--- src/rtl/tmr8_pkg.sv ---
package tmr8_pkg;

  typedef enum logic [1:0] {
    MODE_FREE   = 2'd0,
    MODE_CLEAR  = 2'd1,
    MODE_PWM    = 2'd2,
    MODE_TOGGLE = 2'd3
  } tmrMode_e;

  localparam logic [2:0] ADDR_CTRL  = 3'd0;
  localparam logic [2:0] ADDR_COUNT = 3'd1;
  localparam logic [2:0] ADDR_CMP   = 3'd2;
  localparam logic [2:0] ADDR_FLAGS = 3'd3;
  localparam logic [2:0] ADDR_MASK  = 3'd4;

  // strobes from control to datapath, all valid for one edge
  typedef struct packed {
    logic tick;
    logic wrCount;
    logic wrCompare;
    logic clrOvf;
    logic clrCmp;
  } tmrStrobe_t;

endpackage

--- src/rtl/tmr8_ctrl.sv ---
module tmr8_ctrl
  import tmr8_pkg::*;
#(
  parameter int ADDR_W      = 3,
  parameter int PRESC_W     = 10,
  parameter int SYNC_STAGES = 2
) (
  input  logic              clk,
  input  logic              rstN,
  input  logic              regWr,
  input  logic [ADDR_W-1:0] regAddr,
  input  logic [5:0]        cfgData,
  input  logic              extPin,
  input  logic              ackOvf,
  input  logic              ackCmp,
  output tmrStrobe_t        strobe,
  output tmrMode_e          mode,
  output logic              invert,
  output logic [2:0]        clkSel,
  output logic              maskOvf,
  output logic              maskCmp
);

  // prescaler tap widths for clock-select codes 2..5
  localparam int TAP_A = 3;
  localparam int TAP_B = 6;
  localparam int TAP_C = 8;
  localparam int TAP_D = (PRESC_W < 10) ? PRESC_W : 10;

  logic [PRESC_W-1:0]     presc;
  logic [SYNC_STAGES-1:0] syncReg;
  logic                   edgePrev;
  logic                   riseEv;
  logic                   fallEv;
  logic                   wrCtrl;
  logic                   wrMask;
  logic                   wrFlags;
  logic                   tickSel;

  function automatic logic tapHit(input logic [PRESC_W-1:0] p, input int k);
    logic [PRESC_W-1:0] m;
    m = '0;
    for (int i = 0; i < PRESC_W; i++) begin
      if (i < k) m[i] = 1'b1;
    end
    return ((p & m) == m);
  endfunction

  always_ff @(posedge clk or negedge rstN) begin
    if (!rstN) presc <= '0;
    else       presc <= presc + 1'b1;
  end

  // synchronizer chain for the external event pin
  genvar g;
  generate
    for (g = 0; g < SYNC_STAGES; g++) begin : gSync
      if (g == 0) begin : gFirst
        always_ff @(posedge clk or negedge rstN) begin
          if (!rstN) syncReg[0] <= 1'b0;
          else       syncReg[0] <= extPin;
        end
      end else begin : gNext
        always_ff @(posedge clk or negedge rstN) begin
          if (!rstN) syncReg[g] <= 1'b0;
          else       syncReg[g] <= syncReg[g-1];
        end
      end
    end
  endgenerate

  always_ff @(posedge clk or negedge rstN) begin
    if (!rstN) edgePrev <= 1'b0;
    else       edgePrev <= syncReg[SYNC_STAGES-1];
  end

  assign riseEv = syncReg[SYNC_STAGES-1] & ~edgePrev;
  assign fallEv = ~syncReg[SYNC_STAGES-1] & edgePrev;

  always_comb begin
    case (clkSel)
      3'd0:    tickSel = 1'b0;
      3'd1:    tickSel = 1'b1;
      3'd2:    tickSel = tapHit(presc, TAP_A);
      3'd3:    tickSel = tapHit(presc, TAP_B);
      3'd4:    tickSel = tapHit(presc, TAP_C);
      3'd5:    tickSel = tapHit(presc, TAP_D);
      3'd6:    tickSel = fallEv;
      default: tickSel = riseEv;
    endcase
  end

  assign wrCtrl  = regWr && (regAddr == ADDR_W'(ADDR_CTRL));
  assign wrMask  = regWr && (regAddr == ADDR_W'(ADDR_MASK));
  assign wrFlags = regWr && (regAddr == ADDR_W'(ADDR_FLAGS));

  always_ff @(posedge clk or negedge rstN) begin
    if (!rstN) begin
      clkSel  <= 3'd0;
      mode    <= MODE_FREE;
      invert  <= 1'b0;
      maskOvf <= 1'b0;
      maskCmp <= 1'b0;
    end else begin
      if (wrCtrl) begin
        clkSel <= cfgData[2:0];
        mode   <= tmrMode_e'(cfgData[4:3]);
        invert <= cfgData[5];
      end
      if (wrMask) begin
        maskOvf <= cfgData[0];
        maskCmp <= cfgData[1];
      end
    end
  end

  always_comb begin
    strobe.tick      = tickSel;
    strobe.wrCount   = regWr && (regAddr == ADDR_W'(ADDR_COUNT));
    strobe.wrCompare = regWr && (regAddr == ADDR_W'(ADDR_CMP));
    strobe.clrOvf    = (wrFlags && cfgData[0]) || ackOvf;
    strobe.clrCmp    = (wrFlags && cfgData[1]) || ackCmp;
  end

  AST_STOP_NO_TICK: assert property (@(posedge clk) disable iff (!rstN)
    (clkSel == 3'd0) |-> !strobe.tick);

  AST_EXT_RISE_LATENCY: assert property (@(posedge clk) disable iff (!rstN)
    (clkSel == 3'd7 && $past(clkSel) == 3'd7 && $rose(syncReg[SYNC_STAGES-1])) |-> strobe.tick);

endmodule

--- src/rtl/tmr8_dp.sv ---
module tmr8_dp
  import tmr8_pkg::*;
#(
  parameter int CNT_W = 8
) (
  input  logic             clk,
  input  logic             rstN,
  input  tmrStrobe_t       strobe,
  input  tmrMode_e         mode,
  input  logic             invert,
  input  logic [CNT_W-1:0] wdata,
  output logic [CNT_W-1:0] count,
  output logic [CNT_W-1:0] cmpBuf,
  output logic             ovfFlag,
  output logic             cmpFlag,
  output logic             waveOut
);

  localparam logic [CNT_W-1:0] TOP    = {CNT_W{1'b1}};
  localparam logic [CNT_W-1:0] BOTTOM = '0;

  logic [CNT_W-1:0] cmpAct;
  logic             countUp;
  logic             active;
  logic             hit;
  logic             atTop;
  logic             atBottom;
  logic             ovfSet;
  logic             cmpSet;
  logic [CNT_W-1:0] countNext;
  logic [CNT_W-1:0] cmpActNext;
  logic             upNext;
  logic             waveNext;

  always_comb begin
    active   = strobe.tick && !strobe.wrCount;
    hit      = active && (count == cmpAct);
    atTop    = active && (mode == MODE_PWM) && countUp && (count == TOP);
    atBottom = active && (mode == MODE_PWM) && !countUp && (count == BOTTOM);
    ovfSet   = (active && (mode != MODE_PWM) && (count == TOP)) || atBottom;
    cmpSet   = hit;
  end

  always_comb begin
    countNext = count;
    if (strobe.wrCount) begin
      countNext = wdata;
    end else if (active) begin
      case (mode)
        MODE_FREE: countNext = count + 1'b1;
        MODE_CLEAR, MODE_TOGGLE: countNext = hit ? BOTTOM : count + 1'b1;
        default: begin
          if (countUp) countNext = (count == TOP) ? TOP - 1'b1 : count + 1'b1;
          else         countNext = (count == BOTTOM) ? BOTTOM + 1'b1 : count - 1'b1;
        end
      endcase
    end
  end

  always_comb begin
    upNext = countUp;
    if (mode != MODE_PWM) upNext = 1'b1;
    else if (atTop)       upNext = 1'b0;
    else if (atBottom)    upNext = 1'b1;
  end

  always_comb begin
    cmpActNext = cmpAct;
    if (mode != MODE_PWM) cmpActNext = strobe.wrCompare ? wdata : cmpBuf;
    else if (atTop)       cmpActNext = cmpBuf;
  end

  always_comb begin
    waveNext = waveOut;
    if (hit) begin
      if (mode == MODE_TOGGLE)   waveNext = ~waveOut;
      else if (mode == MODE_PWM) waveNext = countUp ? invert : ~invert;
    end
  end

  always_ff @(posedge clk or negedge rstN) begin
    if (!rstN) begin
      count   <= '0;
      cmpBuf  <= '0;
      cmpAct  <= '0;
      countUp <= 1'b1;
      ovfFlag <= 1'b0;
      cmpFlag <= 1'b0;
      waveOut <= 1'b0;
    end else begin
      count   <= countNext;
      cmpAct  <= cmpActNext;
      countUp <= upNext;
      waveOut <= waveNext;
      if (strobe.wrCompare) cmpBuf <= wdata;
      ovfFlag <= ovfSet || (ovfFlag && !strobe.clrOvf);
      cmpFlag <= cmpSet || (cmpFlag && !strobe.clrCmp);
    end
  end

  AST_HOLD_NO_TICK: assert property (@(posedge clk) disable iff (!rstN)
    (!strobe.tick && !strobe.wrCount) |=> $stable(count));

  AST_WRITE_WINS: assert property (@(posedge clk) disable iff (!rstN)
    strobe.wrCount |=> (count == $past(wdata) && !$rose(ovfFlag)));

  AST_CLEAR_ON_MATCH: assert property (@(posedge clk) disable iff (!rstN)
    ((mode == MODE_CLEAR || mode == MODE_TOGGLE) && active && count == cmpAct) |=> count == BOTTOM);

  AST_PWM_TURN_TOP: assert property (@(posedge clk) disable iff (!rstN)
    (mode == MODE_PWM && active && countUp && count == TOP) |=> (count == TOP - 1'b1 && !countUp));

  AST_PWM_TURN_BOTTOM: assert property (@(posedge clk) disable iff (!rstN)
    (mode == MODE_PWM && active && !countUp && count == BOTTOM) |=> (count == BOTTOM + 1'b1 && ovfFlag));

  AST_WAVE_ONLY_ON_TICK: assert property (@(posedge clk) disable iff (!rstN)
    !strobe.tick |=> $stable(waveOut));

  AST_PWM_CMP_HELD: assert property (@(posedge clk) disable iff (!rstN)
    (mode == MODE_PWM && !(active && countUp && count == TOP)) |=> $stable(cmpAct));

  AST_OVF_SET_WINS: assert property (@(posedge clk) disable iff (!rstN)
    ovfSet |=> ovfFlag);

  AST_CMP_SET_WINS: assert property (@(posedge clk) disable iff (!rstN)
    cmpSet |=> cmpFlag);

endmodule

--- src/rtl/tmr8_top.sv ---
module tmr8_top
  import tmr8_pkg::*;
#(
  parameter int DATA_W  = 8,
  parameter int ADDR_W  = 3,
  parameter int PRESC_W = 10
) (
  input  logic              clk,
  input  logic              rstN,
  input  logic              regWr,
  input  logic [ADDR_W-1:0] regAddr,
  input  logic [DATA_W-1:0] regWdata,
  output logic [DATA_W-1:0] regRdata,
  input  logic              extPin,
  input  logic              ackOvf,
  input  logic              ackCmp,
  output logic              irqOvf,
  output logic              irqCmp,
  output logic              waveOut
);

  tmrStrobe_t        strobe;
  tmrMode_e          mode;
  logic              invert;
  logic [2:0]        clkSel;
  logic              maskOvf;
  logic              maskCmp;
  logic [DATA_W-1:0] count;
  logic [DATA_W-1:0] cmpBuf;
  logic              ovfFlag;
  logic              cmpFlag;

  tmr8_ctrl #(
    .ADDR_W(ADDR_W), .PRESC_W(PRESC_W), .SYNC_STAGES(2)
  ) uCtrl (
    .clk(clk), .rstN(rstN), .regWr(regWr), .regAddr(regAddr),
    .cfgData(regWdata[5:0]), .extPin(extPin), .ackOvf(ackOvf), .ackCmp(ackCmp),
    .strobe(strobe), .mode(mode), .invert(invert), .clkSel(clkSel),
    .maskOvf(maskOvf), .maskCmp(maskCmp)
  );

  tmr8_dp #(.CNT_W(DATA_W)) uDp (
    .clk(clk), .rstN(rstN), .strobe(strobe), .mode(mode), .invert(invert),
    .wdata(regWdata), .count(count), .cmpBuf(cmpBuf),
    .ovfFlag(ovfFlag), .cmpFlag(cmpFlag), .waveOut(waveOut)
  );

  assign irqOvf = ovfFlag && maskOvf;
  assign irqCmp = cmpFlag && maskCmp;

  always_comb begin
    case (regAddr)
      ADDR_W'(ADDR_CTRL):  regRdata = DATA_W'({invert, mode, clkSel});
      ADDR_W'(ADDR_COUNT): regRdata = count;
      ADDR_W'(ADDR_CMP):   regRdata = cmpBuf;
      ADDR_W'(ADDR_FLAGS): regRdata = DATA_W'({cmpFlag, ovfFlag});
      ADDR_W'(ADDR_MASK):  regRdata = DATA_W'({maskCmp, maskOvf});
      default:             regRdata = '0;
    endcase
  end

endmodule

--- config.mk ---
export PLATFORM = sky130hd
export DESIGN_NAME = tmr8_top
export DESIGN_NICKNAME = d
export VERILOG_FILES = /design/src/rtl/tmr8_pkg.sv /design/src/rtl/tmr8_ctrl.sv /design/src/rtl/tmr8_dp.sv /design/src/rtl/tmr8_top.sv
export SDC_FILE = /design/constraint.sdc
export NUM_CORES = 1
export LEC_CHECK = 0
export ABC_AREA = 1
export BUFFER_PORTS_ARGS = -buffer_cell sky130_fd_sc_hd__buf_2
export CAP_MARGIN = 20
export CORE_AREA = 2 2 101 103
export CTS_CLUSTER_SIZE = 25
export DETAILED_ROUTE_END_ITERATION = 16
export DIE_AREA = 0 0 103 105
export GPL_TIMING_DRIVEN = 0
export PLACE_DENSITY_LB_ADDON = 0.15
export SKIP_CTS_REPAIR_TIMING = 1
export SYNTH_ARGS = -nofsm -noshare
export SYNTH_HDL_FRONTEND = slang
export SYNTH_HIERARCHICAL = 1
export SYNTH_SLANG_ARGS = --single-unit
export TNS_END_PERCENT = 20
--- constraint.sdc ---
create_clock -name clk -period 2.1 [get_ports clk]
set_clock_uncertainty 0.15 [all_clocks]
set_input_delay 0.105 -clock clk [delete_from_list [all_inputs] [get_ports clk]]
set_output_delay 0.105 -clock clk [all_outputs]
set_load 0.01 [all_outputs]
### Yosys cells after proc, flatten, opt, wreduce, memory -nomap -nowiden

Cells that the tools add are included.

* bits in registers: 49
* bits of input ports: 17
* output and inout bits: 11
* logic and storage cells: 110

* $add $sub $neg: 3
* equality and inequality tests: 20
* muxes and demuxes: 22
* bitwise gates (word level): 10
* reduce and logical (&&, ||, !) cells: 39

Operator list (number)
* two-way mux 8 bit: 9
* case mux 8 bit (5 select lines): 1
* logical AND 1 bit: 20
* case mux 8 bit (2 select lines): 1
* == test 3 x 2 -> 1 bit, second input constant: 4
* == test 3 bit, second input constant: 4
* adder 10 x 1 -> 10 bit, second input constant: 1
* bitwise AND 10 bit: 1
* bitwise AND 10 x 3 -> 10 bit: 1
* bitwise AND 10 x 6 -> 10 bit: 1
* bitwise AND 10 x 8 -> 10 bit: 1
* == test 10 bit: 1
* == test 10 x 3 -> 1 bit: 1
* == test 10 x 6 -> 1 bit: 1
* == test 10 x 8 -> 1 bit: 1
* two-way mux 1 bit: 10
* adder 8 x 1 -> 8 bit, second input constant: 1
* == test 8 bit: 1
* == test 8 bit, second input constant: 1
* logical NOT 8 bit: 1
* subtractor 8 x 1 -> 8 bit, second input constant: 1
* case mux 1 bit (7 select lines): 1
* == test 3 x 1 -> 1 bit, second input constant: 2
* logical NOT 3 bit: 2
* 12 further kinds: 26

### Depth between registers and ports, before layout

* depth after elaboration: 12
* mapped depth: 16
* gate-level depth less buffers: 15

### Hierarchy

The synthesis kept the hierarchy.

Modules (own cells, without submodules)
* tmr8_dp: times used 1, cells each 293, area an instance 2037.0 um2, seq. area each 701.9 um2
* tmr8_ctrl: times used 1, cells each 113, area an instance 998.5 um2, seq. area each 525.5 um2
* tmr8_top: times used 1, cells each 57, area an instance 257.7 um2, seq. area each 0.0 um2

### Worst setup path before layout

No wires, ideal clock.

* path type: reg2reg
* start point: register uCtrl.presc[0]
* end point: register uDp.cmpAct[1]
* library setup time: 130 ps
* arrival time: 1751 ps
* data required time: 1820 ps
* slack: 69 ps
* stages on the path, launching flop included: 17
* path buffers: 1
* clock period less this slack: 2031 ps
* path through: dfrtp_1 ha_1 ha_1 nand2_1 nor2_1 nor2_1 nand2_1 nand2_1 a21oi_2 buf_4 nand2_4 nor2_4 nand2_4 nor2_8 nor2_4 clkinv_2 o21ai_0

* cells in the longest elaborated chain, start to end: 8
* elaborated cells between the ends (all ways): 14
* classes of those cells: eq/ne (4); mux (1); bitwise (4); reduce/logical (5)

Ends and longest elaborated chain
* start, declared: RTL line tmr8_ctrl.sv:30 `logic [PRESC_W-1:0] presc;`
* start signal, assigned: RTL line tmr8_ctrl.sv:51 `else presc <= presc + 1'b1;`
* bitwise AND 10 bit, or another cell as far along: RTL line tmr8_ctrl.sv:46 `return ((p & m) == m);`
* == test 10 bit, or another cell as far along: RTL line tmr8_ctrl.sv:46
* case mux 1 bit (7 select lines) *: RTL line tmr8_ctrl.sv:81 `case (clkSel)`
* named net uCtrl.tickSel: RTL line tmr8_ctrl.sv:38 `logic tickSel;`
* logical AND 1 bit *: RTL line tmr8_dp.sv:36 `active = strobe.tick && !strobe.wrCount;`
* logical AND 1 bit * (3 in a row): RTL line tmr8_dp.sv:38 `atTop = active && (mode == MODE_PWM) && countUp && (count == TOP);`
* nonzero test 2 bit (no line) *
* end signal, assigned: RTL line tmr8_dp.sv:92 `cmpAct <= cmpActNext;`
* end, declared: RTL line tmr8_dp.sv:22 `logic [CNT_W-1:0] cmpAct;`

The timed path passes the listed nets; every way through them passes the cells marked *.
A chain may end at the register's enable or synchronous reset.

### Worst setup path in the final report

* start point: register uCtrl.presc[0]
* end point: register uDp.cmpAct[2]

The elaborated chain is that of the path after synthesis.

==> reports/metrics.cfg <==
[place]
placed_cell_area_um2 = 3615
dp_hpwl_um = 7194
gp_congestion = 0.9077
dpl_worst_slack_ns = -0.3025
io_buffer_count = 27

[sta]
fin_ws_ns = -0.1910
max_slew_margin_pct = 63.60
finalSetupViolCount = 19
maxSlewViolCount = 0
tightest_slew_ns = 0.5460
tns_ns = -2.885
fmax_mhz = 436.5
finalHoldViolations = 1
period_needed_ns = 2.291
hold_ws_ns = -0.04479
timing.final.crit_share_pct = 109.1
rsz0062_at_grt = true

[global_route]
grt-ovfl-total = 0
grt_first_pass_wirelength_um = 15000
grt_max_degree = 29
grt_usage_pct = 18.20
grt_pass1_vias = 2846
antenna_found_initial = 0

[die]
pin_count = 28
core_um2 = 9639
initial_core_util_pct = 34.16
die_area_um2 = 10820
die_w_um = 103
row_count = 36
die_y_um = 105

[yosys]
syn_avg_cell_area_um2 = 7.113
synth_cell_types = 36
ys_ff_latch = 49
synth_nets = 485
synth-edff-count = 0
yosysSeqAreaShare_pct = 37.27
yosys.area.top_type = dfrtp_1
yosysTopAreaCellShare_pct = 36.47
synth_ff_type = dfrtp_1
yosys_warnings = 6
synthArstFlopShare_pct = 100.0
netlist_instances = 463
syn_area_um2 = 3293
synth_area_leaders = dfrtp_1, nand2_1, nand3_1

[setup_path]
r2r_slack_ns = -0.19
crit_required_ns = 2.14
critical_path.max_fanout = 7
r2r_cells = 16
crit_slowest_cell = dfrtp_1
critPathMaxStageDelay_ns = 0.40
end_kind = flop
crit_chain = ha_4 > ha_4 > nand2_2 > nor2_2 > nor2_1 > nand2_1 > nand2_2 > a21oi_2 > buf_6 > nand2_8 > nor2_4 > nand2_4 > nor2_8 > nor2_4 > inv_4 > o21ai_2
r2r-start = uCtrl/presc[0]$_DFF_PN0_
worstSetupPathType = reg2reg
worstPathArrival_ns = 2.33
start_kind = flop
rr_endpoint = uDp/cmpAct[2]$_DFFE_PN0P_

[job]
cap_violations = 0

[worst_hold_path]
min_path_type = in2reg
whs_path_depth = 3
hold_path.startpoint = ackOvf
holdPathEnd = uDp/ovfFlag$_DFF_PN0_

[route]
first_pass_iters = 4
wl_um = 9440
routedWlPerCell_um = 14.59
vias_per_cell = 4.770
antenna_left = 0
drt_iter0_drc = 158
num_vias = 3086
drc_errors = 0

[pwr]
seq_power_share_pct = 36.7
pwr_density_cell_nw_per_um2 = 923.8
total_power_uw = 3677
vdd_drop_max_uv = 308.4
leakagePower_uw = 0.002025
p_sw_uw = 1681
power.share.clock_pct = 15.6
p_int_uw = 1996
p_sw_share_pct = 45.71
p_comb_share_pct = 47.7

[run_status]
outcome = complete, but fails checks
violations = negative hold slack, negative setup slack

[cells_and_area]
multi_input_area_um2 = 1896
area_growth_pct = 20.86
fin_nets = 535
regArea_um2 = 1227
nFillCells = 1047
drive_above_1_share_pct = 21.79
antenna_cells = 0
stdcell_area_um2 = 3980

[clocking]
numCtsBuffers = 5
clkTransAtPathRegs_ns = 0.09
cts_tree = yes
cts_root_buffer = clkbuf_8
clock_path_buffers = 2
htreeDepth = 2
clkLatencyLatePin_ns = 0.31
clock-sinks = 49

-- layer usage --
layer / part of all wire [%] / vias to the layer above / GRT usage (%)
met3: 4.0 / 9 / 2.341
met5: 0 / - / 0
li1: - / 1570 / -
met1: 49 / 1446 / 27.10
met4: 1.4 / 0 / 5.169
met2: 46 / 61 / 27.37
-- synth_stat cells (3+ instances only) --
library cell  count
dfrtp_1          48
a21oi_1           6
nand2_2           6
nand2_4           4
nor2_1           33
inv_1            51
xnor2_1           3
ha_1              5
inv_2             8
nand2_1         151
xor2_1           10
a22oi_1          10
nand3_1          56
nor2_4            6
nor2_2            5
buf_4             5
nand3_2           3
o21ai_0          17
o21ai_1           7
nand4_1           7
-- power by group through the flow --
stage / Clock [uW] / Sequential (uW) / Combinational, uW
detailed placement: 0 / 1370 / 1580
finish: 573 / 1350 / 1750
floorplan: 0 / 1280 / 1210
global route: 634 / 1380 / 1970
CTS: 605 / 1350 / 1590
global placement: 0 / 1370 / 1570
-- placed cells by master, fill, tap and decap left out, types with 2 or more instances in the layout --
cell | netlist | final
a21oi_1 | 6 | 6
a22oi_1 | 10 | 10
buf_2 | 2 | 29
buf_4 | 5 | 7
buf_6 | 2 | 4
clkbuf_8 | 0 | 5
clkinv_2 | 1 | 2
dfrtp_1 | 48 | 48
dlygate4sd3_1 | 0 | 11
ha_1 | 5 | 3
ha_4 | 0 | 2
inv_1 | 51 | 51
inv_2 | 8 | 8
nand2_1 | 151 | 149
nand2_2 | 6 | 8
nand2_4 | 4 | 3
nand3_1 | 56 | 48
nand3_2 | 3 | 10
nand3b_1 | 2 | 2
nand4_1 | 7 | 7
nor2_1 | 33 | 27
nor2_2 | 5 | 9
nor2_4 | 6 | 8
nor3_1 | 2 | 2
nor3_4 | 2 | 2
o21ai_0 | 17 | 11
o21ai_1 | 7 | 8
o21ai_2 | 0 | 5
o21bai_1 | 2 | 2
xnor2_1 | 3 | 3
xor2_1 | 10 | 10
-- layout make-up --
class / instances / share of cell area, %
clock buffers: 5 / 1.729
clock inverters: 3 / 0.4401
plain buffers: 10 / 1.949
multi-input cells: 344 / 47.63
repair buffers: 43 / 7.513
inverters: 60 / 5.721
flip-flops and latches: 49 / 30.84
well taps: 133 / 4.181
-- sequential cells by signal, summed over array words and instances (netlist names), 2 cells and up --
| name | cells |
|---|---|
| uCtrl/presc | 10 |
| uDp/cmpAct | 8 |
| uDp/cmpBuf | 8 |
| uDp/count | 8 |
| uCtrl/clkSel | 3 |
| uCtrl/mode | 2 |
| uCtrl/syncReg | 2 |
-- metrics by stage --
step           cells  utilization (%)
2_1_floorplan    463                -
3_3_place_gp     623            37.29
3_5_place_dp     624            37.50
4_1_cts          632            38.40
5_1_grt          647            41.29
6_report         647            41.29
-- worst max path at each step --
stage / end / depth (start not counted) / start
final: uDp/cmpAct[2]$_DFFE_PN0P_ / 16 / uCtrl/presc[0]$_DFF_PN0_
after global routing: uDp/ovfFlag$_DFF_PN0_ / 12 / uCtrl/presc[0]$_DFF_PN0_
after CTS: uDp/cmpAct[2]$_DFFE_PN0P_ / 16 / uCtrl/presc[0]$_DFF_PN0_
after detailed placement: uDp/cmpAct[5]$_DFFE_PN0P_ / 16 / uCtrl/presc[0]$_DFF_PN0_
after global placement: uDp/cmpAct[6]$_DFFE_PN0P_ / 16 / uCtrl/presc[0]$_DFF_PN0_
after floorplan: uDp/cmpAct[1]$_DFFE_PN0P_ / 16 / uCtrl/presc[0]$_DFF_PN0_
-- worst max-delay path: cells and delay by family, from the launching register on --
| family | cells | cell delay [ns] |
|---|---|---|
| adder cells (fa/ha/maj) | 2 | 0.28 |
| buffers and inverters | 2 | 0.24 |
| flip-flops | 1 | 0.40 |
| AO/OA/AOI/OAI | 2 | 0.16 |
| AND/OR/NAND/NOR | 10 | 0.94 |
-- kinds of logic (layout without fill, tap and decap cells) --
family                   after synthesis  after routing  synth area share [%]
AO/OA/AOI/OAI                         45             45                 7.979
XOR/XNOR                              13             13                 3.457
adder cells (fa/ha/maj)                5              5                 1.900
buffers and inverters                 70            121                 9.118
flip-flops                            49             49                 37.27
AND/OR/NAND/NOR                      281            281                 40.27
(Power assumes the default switching activity.)
